===== config.mk =====
export PLATFORM = sky130hd
export DESIGN_NAME = subf_exec_unit
export DESIGN_NICKNAME = d
export VERILOG_FILES = /design/src/rtl/subf_pkg.sv /design/src/rtl/subf_decode.sv /design/src/rtl/subf_datapath.sv /design/src/rtl/subf_status.sv /design/src/rtl/subf_exec_unit.sv
export SDC_FILE = /design/constraint.sdc
export NUM_CORES = 1
export LEC_CHECK = 0
export CORE_AREA = 2 2 78 80
export CTS_BUF_LIST = sky130_fd_sc_hd__clkbuf_2
export CTS_CLUSTER_SIZE = 30
export DETAILED_ROUTE_END_ITERATION = 10
export DIE_AREA = 0 0 80 82
export DONT_BUFFER_PORTS = 1
export HOLD_SLACK_MARGIN = 0.12
export PLACE_DENSITY = 0.93
export SKIP_LAST_GASP = 1
export SYNTH_ARGS = -nofsm -noshare
export SYNTH_HDL_FRONTEND = slang
export SYNTH_SLANG_ARGS = --single-unit

===== constraint.sdc =====
create_clock -name clk -period 3.1 [get_ports clk]
set_input_delay 0.31 -clock clk [delete_from_list [all_inputs] [get_ports clk]]
set_output_delay 0.31 -clock clk [all_outputs]
set_load 0.01 [all_outputs]

===== src/rtl/subf_pkg.sv =====
package subf_pkg;

   localparam int unsigned INSN_W   = 32;
   localparam int unsigned REGIDX_W = 5;
   localparam int unsigned PRIM_OP  = 31;
   localparam int unsigned EXT_OP   = 40;

   typedef struct packed {
      logic lt;
      logic gt;
      logic eq;
      logic so;
   } cond_field_t;

   typedef struct packed {
      logic                match;
      logic [REGIDX_W-1:0] dst;
      logic [REGIDX_W-1:0] reg_a;
      logic [REGIDX_W-1:0] reg_b;
      logic                ovf_en;
      logic                rec;
   } insn_fields_t;

endpackage


===== src/rtl/subf_decode.sv =====
module subf_decode
   import subf_pkg::*;
(
   input  logic [INSN_W-1:0] insn,
   output insn_fields_t      fields
);
   localparam int unsigned PRIM_HI = INSN_W - 1;
   localparam int unsigned PRIM_LO = INSN_W - 6;
   localparam int unsigned XO_HI   = 9;
   localparam int unsigned XO_LO   = 1;

   logic prim_hit;
   logic ext_hit;

   always_comb begin
      prim_hit      = (insn[PRIM_HI:PRIM_LO] == 6'(PRIM_OP));
      ext_hit       = (insn[XO_HI:XO_LO] == 9'(EXT_OP));
      fields.match  = prim_hit && ext_hit;
      fields.dst    = insn[25:21];
      fields.reg_a  = insn[20:16];
      fields.reg_b  = insn[15:11];
      fields.ovf_en = insn[10];
      fields.rec    = insn[0];
   end
endmodule


===== src/rtl/subf_datapath.sv =====
module subf_datapath
   import subf_pkg::*;
#(
   parameter int unsigned XLEN          = 32,
   parameter bit          OV_FROM_CARRY = 1'b0
)(
   input  logic [XLEN-1:0] src_a,
   input  logic [XLEN-1:0] src_b,
   output logic [XLEN-1:0] diff,
   output logic            ovf,
   output logic            is_neg,
   output logic            is_zero
);
   localparam int unsigned MSB = XLEN - 1;

   logic [XLEN-1:0] a_inv;
   logic [XLEN:0]   full_sum;

   always_comb begin
      a_inv    = ~src_a;
      full_sum = {1'b0, a_inv} + {1'b0, src_b} + {{XLEN{1'b0}}, 1'b1};
      diff     = full_sum[MSB:0];
      is_neg   = diff[MSB];
      is_zero  = (diff == '0);
   end

   generate
      if (OV_FROM_CARRY) begin : g_ov_carry
         logic [MSB:0] low_sum;
         always_comb begin
            low_sum = {1'b0, a_inv[MSB-1:0]} + {1'b0, src_b[MSB-1:0]}
                      + {{MSB{1'b0}}, 1'b1};
            ovf     = low_sum[MSB] ^ full_sum[XLEN];
         end
      end else begin : g_ov_sign
         always_comb begin
            ovf = (src_a[MSB] ^ src_b[MSB]) & (src_b[MSB] ^ diff[MSB]);
         end
      end
   endgenerate
endmodule


===== src/rtl/subf_status.sv =====
module subf_status
   import subf_pkg::*;
(
   input  logic        clk,
   input  logic        rst_n,
   input  logic        upd,
   input  logic        ovf_en,
   input  logic        rec,
   input  logic        ovf_new,
   input  logic        res_neg,
   input  logic        res_zero,
   input  logic        clr,
   output logic        ov_q,
   output logic        so_q,
   output cond_field_t cr_q
);
   logic        ov_base;
   logic        so_base;
   logic        ov_d;
   logic        so_d;
   cond_field_t cr_d;

   always_comb begin
      ov_base = clr ? 1'b0 : ov_q;
      so_base = clr ? 1'b0 : so_q;
      ov_d    = ov_base;
      so_d    = so_base;
      cr_d    = cr_q;
      if (upd && ovf_en) begin
         ov_d = ovf_new;
         so_d = so_base | ovf_new;
      end
      if (upd && rec) begin
         cr_d.lt = res_neg;
         cr_d.gt = !res_neg && !res_zero;
         cr_d.eq = res_zero;
         cr_d.so = so_d;
      end
   end

   always_ff @(posedge clk) begin
      if (!rst_n) begin
         ov_q <= 1'b0;
         so_q <= 1'b0;
         cr_q <= '0;
      end else begin
         ov_q <= ov_d;
         so_q <= so_d;
         cr_q <= cr_d;
      end
   end
endmodule


===== src/rtl/subf_exec_unit.sv =====
module subf_exec_unit
   import subf_pkg::*;
#(
   parameter int unsigned XLEN          = 32,
   parameter bit          OV_FROM_CARRY = 1'b0
)(
   input  logic            clk,
   input  logic            rst_n,
   input  logic            in_valid,
   input  logic [31:0]     in_insn,
   input  logic [XLEN-1:0] in_src_a,
   input  logic [XLEN-1:0] in_src_b,
   input  logic            ovf_clear,
   output logic            out_wr_en,
   output logic [4:0]      out_wr_idx,
   output logic [XLEN-1:0] out_wr_data,
   output logic            out_illegal,
   output logic            xer_ov,
   output logic            xer_so,
   output logic [3:0]      cr0
);
   initial begin
      assert (XLEN >= 2)
         else $error("subf_exec_unit: XLEN must be at least 2");
      assert (INSN_W == 32 && REGIDX_W == 5)
         else $error("subf_exec_unit: instruction layout mismatch");
   end

   insn_fields_t    fld;
   logic [XLEN-1:0] diff;
   logic            ovf;
   logic            neg;
   logic            zero;
   logic            accept;
   logic            reject;
   cond_field_t     cr_q;

   subf_decode u_dec (
      .insn   (in_insn),
      .fields (fld)
   );

   subf_datapath #(
      .XLEN          (XLEN),
      .OV_FROM_CARRY (OV_FROM_CARRY)
   ) u_dp (
      .src_a   (in_src_a),
      .src_b   (in_src_b),
      .diff    (diff),
      .ovf     (ovf),
      .is_neg  (neg),
      .is_zero (zero)
   );

   always_comb begin
      accept = in_valid && fld.match;
      reject = in_valid && !fld.match;
   end

   subf_status u_st (
      .clk      (clk),
      .rst_n    (rst_n),
      .upd      (accept),
      .ovf_en   (fld.ovf_en),
      .rec      (fld.rec),
      .ovf_new  (ovf),
      .res_neg  (neg),
      .res_zero (zero),
      .clr      (ovf_clear),
      .ov_q     (xer_ov),
      .so_q     (xer_so),
      .cr_q     (cr_q)
   );

   always_ff @(posedge clk) begin
      if (!rst_n) begin
         out_wr_en   <= 1'b0;
         out_illegal <= 1'b0;
         out_wr_idx  <= '0;
         out_wr_data <= '0;
      end else begin
         out_wr_en   <= accept;
         out_illegal <= reject;
         if (accept) begin
            out_wr_idx  <= fld.dst;
            out_wr_data <= diff;
         end
      end
   end

   assign cr0 = cr_q;
endmodule


Word-level counts from Yosys, hierarchy flattened --
Index checks and enable logic that the tools add are counted.
Operators by class: reduce and logical (&&, ||, !) cells 11, multiplexer cells 4, bitwise logic cells 5, add/subtract/negate cells 2, equality and inequality tests 2
Operators with widths (number):
- 32-bit by 1-bit adder with 32-bit output (second input constant) | 1
- 32-bit adder | 1
- 32-bit zero test | 1
- 32-bit NOT | 1
- 9-bit by 6-bit equality test with 1-bit output (second input constant) | 1
- 6-bit by 5-bit equality test with 1-bit output (second input constant) | 1
- 1-bit logical AND | 6
- 1-bit two-way mux | 4
- 1-bit zero test | 3
- 2-bit nonzero test | 1
- 1-bit XOR | 2
- 1-bit bitwise AND | 1
- 1-bit bitwise OR | 1
Storage, ports and cells: word-level logic and storage cells 34, output and inout port bits 45, register bits after elaboration 45, input bits 100

Longest topological paths before layout --
depth after elaboration 7, gate-level depth with buffers 13, gate-level depth less buffers 13

By module --
Synthesis repeated with hierarchy kept, for this count alone.
Second synthesis, totals: cells, all modules 534, area total of the unflattened synthesis 4062.6 µm²
Modules (own cells, without submodules):
- subf_datapath | area each 2132.0 µm², cells each 313, instances 1, seq. area each 0.0 µm²
- subf_exec_unit | area each 1516.5 µm², cells each 174, instances 1, seq. area each 780.7 µm²
- subf_status | area each 232.7 µm², cells each 25, instances 1, seq. area each 120.1 µm²
- subf_decode | area each 181.4 µm², cells each 22, instances 1, seq. area each 0.0 µm²

Least setup slack after synthesis --
No wires, ideal clock.
path type input to register, from in in_src_b[0], to reg, netlist name u_st.cr_q[2], path buffers 0, required time 2.971 ns, stages 13, setup slack 0.472 ns, arrival 2.499 ns, cells stage by stage inv_1 > ha_1 > fa_1 > nand2b_1 > a21oi_1 > nor2_1 > o21ai_1 > mux2i_1 > a211oi_1 > nor3_1 > nand4b_1 > nor4_2 > o31ai_1
On the way: word-level cells in the longest chain between the ends 5, elaborated cells on any way between the ends 6, classes of those cells add/sub (2); reduce/logical (4)
Ends and longest elaborated chain:
- from (decl) | RTL line subf_exec_unit.sv:12 | input logic [XLEN-1:0] in_src_b,
- 32-bit adder * | RTL line subf_datapath.sv:21 | full_sum = {1'b0, a_inv} + {1'b0, src_b} + {{XLEN{1'b0}}, 1'b1};
- 32-bit by 1-bit adder with 32-bit output * | RTL line subf_datapath.sv:21
- 32-bit zero test | RTL line subf_datapath.sv:24 | is_zero = (diff == '0);
- 1-bit zero test | RTL line subf_status.sv:35 | cr_d.gt = !res_neg && !res_zero;
- 1-bit logical AND * | RTL line subf_status.sv:35
Mark *: on every way between the ends. The rest lies on a longest branch, timed or not. A chain may end at the register's enable or synchronous reset.

Final worst setup path --
from in in_src_b[0], to reg, netlist name u_st.cr_q[2]
On the way: word-level cells in the longest chain between the ends 5, elaborated cells on any way between the ends 6, classes of those cells add/sub (2); reduce/logical (4)
Ends and longest elaborated chain (RTL line):
- 32-bit adder * | subf_datapath.sv:21
- 32-bit by 1-bit adder with 32-bit output * | subf_datapath.sv:21
- 32-bit zero test | subf_datapath.sv:24
- 1-bit zero test | subf_status.sv:35
- 1-bit logical AND * | subf_status.sv:35
Marked as above.

==> results.json <==
{
  "cts_resized": 0,
  "r2r.worst_path.cells": 2,
  "ctsHoldBuffers": 9,
  "p_leak_uw": 0.00167,
  "timing.final.crit_share_pct": 85.7,
  "syn_area_mm2": 0.00368,
  "tns_ns": 0,
  "drtIter0Drc": 152,
  "ios": 145,
  "synth_async_sr_flop_share_pct": 0,
  "die_w_um": 80,
  "total_power_uw": 1390,
  "fmax_ghz": 0.376,
  "synthTopCellsByArea": "dfxtp_1 24%, ha_1 11%, nand2_1 9.2%, xnor2_1 4.3%, inv_1 4.2%",
  "first_pass_iters": 4,
  "drc": 0,
  "grt_max_degree": 47,
  "ys_seq_area_share_pct": 24.5,
  "grtUsageTotal_pct": 26.8,
  "synth_area_leader_cell": "dfxtp_1",
  "cts.sinks": 45,
  "grt_pass1_vias": 3024,
  "row_count": 28,
  "critPathArrivalTime_ns": 2.97,
  "ys_ff_latch": 45,
  "fp.coreArea_mm2": 0.00575,
  "syn_nets": 630,
  "maxCapViolCount": 0,
  "fillCellCount": 502,
  "cts_setup_buffers": 0,
  "dp_slack_ns": 0.0372,
  "synth_area_per_cell_um2": 7.40,
  "clk_path_buf_depth": 2,
  "worstSetupEndpointType": "register",
  "finalWorstSetupSlack_ns": 0.444,
  "critPathKind": "in2reg",
  "synth_edf_count": 0,
  "fin_skew_ns": 0.000165,
  "cts_tree": "yes",
  "peakVddDrop_mv": 0.251,
  "syn_inst": 498,
  "clockRootBuffer": "clkbuf_2",
  "grt-ovfl-total": 0,
  "clk_pin_slew_worst_paths_ns": 0.22,
  "nNetsFinal": 628,
  "yosysTopAreaCellShare_pct": 24.5,
  "fin_crit_ns": 2.66,
  "start_util_pct": 64.1,
  "routedWlPerCell_um": 15.8,
  "fin_util_pct": 67.5,
  "via_count": 3391,
  "worstMarginPinSlew_ns": 0.493,
  "cts_max_level": 2,
  "hold_depth": 2,
  "hold_path_class": "in2reg",
  "start_kind": "input port",
  "drv_slew": 0,
  "wirelength_mm": 9.06,
  "dieArea_mm2": 0.00656,
  "setup_viol_count_final": 0,
  "ys_types": 57,
  "area_delta_synth_final_pct": 5.26,
  "critPathMaxFanout": 3,
  "clk_latency_ns": 0.40,
  "rsz0062_at_grt": "false",
  "required_ns": 3.41,
  "dp.final_hpwl_mm": 7.30,
  "power_per_cell_area_mw_per_mm2": 357,
  "final_antenna_net_count": 0,
  "viasPerCell": 5.93,
  "drive_gt1_share_pct": 4.23,
  "antenna_found_initial": 0,
  "grt_pass1_wl_mm": 14.0,
  "hold_violations": 0,
  "cts_made_buffers": 5,
  "diodes": 0,
  "synth-main-ff-cell": "dfxtp_1",
  "finalWeightedCongestion": 0.928,
  "outcome": "finished clean",
  "io_buffers": 0,
  "slew_headroom_pct": 66.8,
  "die_y_um": 82,
  "ys.warnings.count": 0
}
[path summary, 6_finish.rpt]
| path | start | endpoint | slack [ns] |
|---|---|---|---|
| max | in_src_b[0] | u_st.cr_q[2] | 0.44 |
| min | in_insn[6] | out_illegal | 0.17 |
| max reg2reg | u_st.cr_q[0] | u_st.cr_q[0] | 2.27 |
| min reg2reg | u_st.cr_q[3] | u_st.cr_q[3] | 0.52 |
[synth_stat cells, types with 3 or more instances]
master and n:
a21boi_0 11, o31ai_1 4, nor2b_1 6, nor2_1 22, nand4_1 11, and3_1 6
nand3_1 7, xnor2_1 18, xor2_1 11, o21ai_1 16, mux2i_1 5, a21o_1 11
nand2_1 90, a21oi_1 29, a21boi_1 10, o21ai_0 16, buf_2 5, and2_1 20
ha_1 31, nand2b_1 6, a31oi_1 5, o211a_1 3, nor4_1 3, o21a_1 3
o211ai_1 6, clkbuf_1 16, dfxtp_1 45, o21bai_1 6, inv_1 41
[cell usage in the layout, fill, tap and decap left out, types with 4 or more instances in the layout]
cell,count
o211ai_1,6
and3_1,6
o21bai_1,6
dlygate4sd3_1,8
buf_4,6
xnor2_1,18
nand4_1,11
nor2_1,22
nand2b_1,6
mux2i_1,5
o21ai_0,16
a21oi_1,29
a21boi_0,11
nand2_1,90
nor2b_1,6
nand3_1,7
inv_1,41
and2_1,20
xor2_1,11
a21boi_1,10
a31oi_1,5
dfxtp_1,45
clkbuf_2,5
a21o_1,11
ha_1,31
o31ai_1,4
o21ai_1,16
[critical path, stage by stage]
cell	delay [ns]
inv_1	0.02
ha_1	0.20
fa_1	0.40
nand2b_1	0.19
a21oi_1	0.27
nor2_1	0.12
o21ai_1	0.26
mux2i_1	0.24
a211oi_1	0.11
nor3_1	0.20
nand4b_1	0.14
nor4_2	0.39
o31ai_1	0.12
[power by group]
group | internal [uW] | total, uW | leakage, uW | switching (uW)
clock | 133 | 315 | 0.0000366 | 182
combinational | 199 | 489 | 0.00127 | 290
sequential | 581 | 581 | 0.000362 | 0.637
total | 913 | 1390 | 0.00167 | 472
[flip-flops by register name (all words and copies together) (netlist names)]
register     count
out_illegal      1
u_st.cr_q        4
out_wr_idx       5
out_wr_data     32
u_st.ov_q        1
u_st.so_q        1
out_wr_en        1
[area by class of cell]
cell class	count	area, um^2	area share (%)
clock inverter	3	41.3	1.06
timing repair buffer	15	145	3.74
tap	75	93.8	2.42
inverter	42	158	4.07
multi-input combinational	387	2510	64.8
clock buffer	5	25.0	0.645
sequential	45	901	23.2
[cells by family (layout without fill, tap and decap cells)]
family | Yosys count | after routing | share of synthesized area (%)
and+or+nand+nor | 184 | 184 | 24.3
AOI/OAI and AO/OA | 136 | 136 | 24.3
buffers and inverters | 66 | 65 | 7.30
DFF | 45 | 45 | 24.5
adders and majority gates | 32 | 32 | 11.1
xor gates and xnor gates | 29 | 29 | 6.90
muxes | 6 | 6 | 1.66
[stage by stage]
step | hold WS [ns] | instances | area [um^2]
3_3_place_gp | 0.436 | 555 | 3710
3_5_place_dp | 0.439 | 555 | 3710
4_1_cts | 0.155 | 572 | 3880
5_1_grt | 0.134 | 572 | 3880
2_1_floorplan | 0.455 | 498 | 3680
6_report | 0.168 | 572 | 3880
[metal layers]
metal	routed length (um)	up-vias	GRT usage, %
li1	-	1708	-
met1	3720	1542	32.7
met3	776	7	6.04
met4	97	0	6.61
met2	4470	134	47.8
met5	0	-	0
No activity file was read; power rests on OpenSTA's default activity.
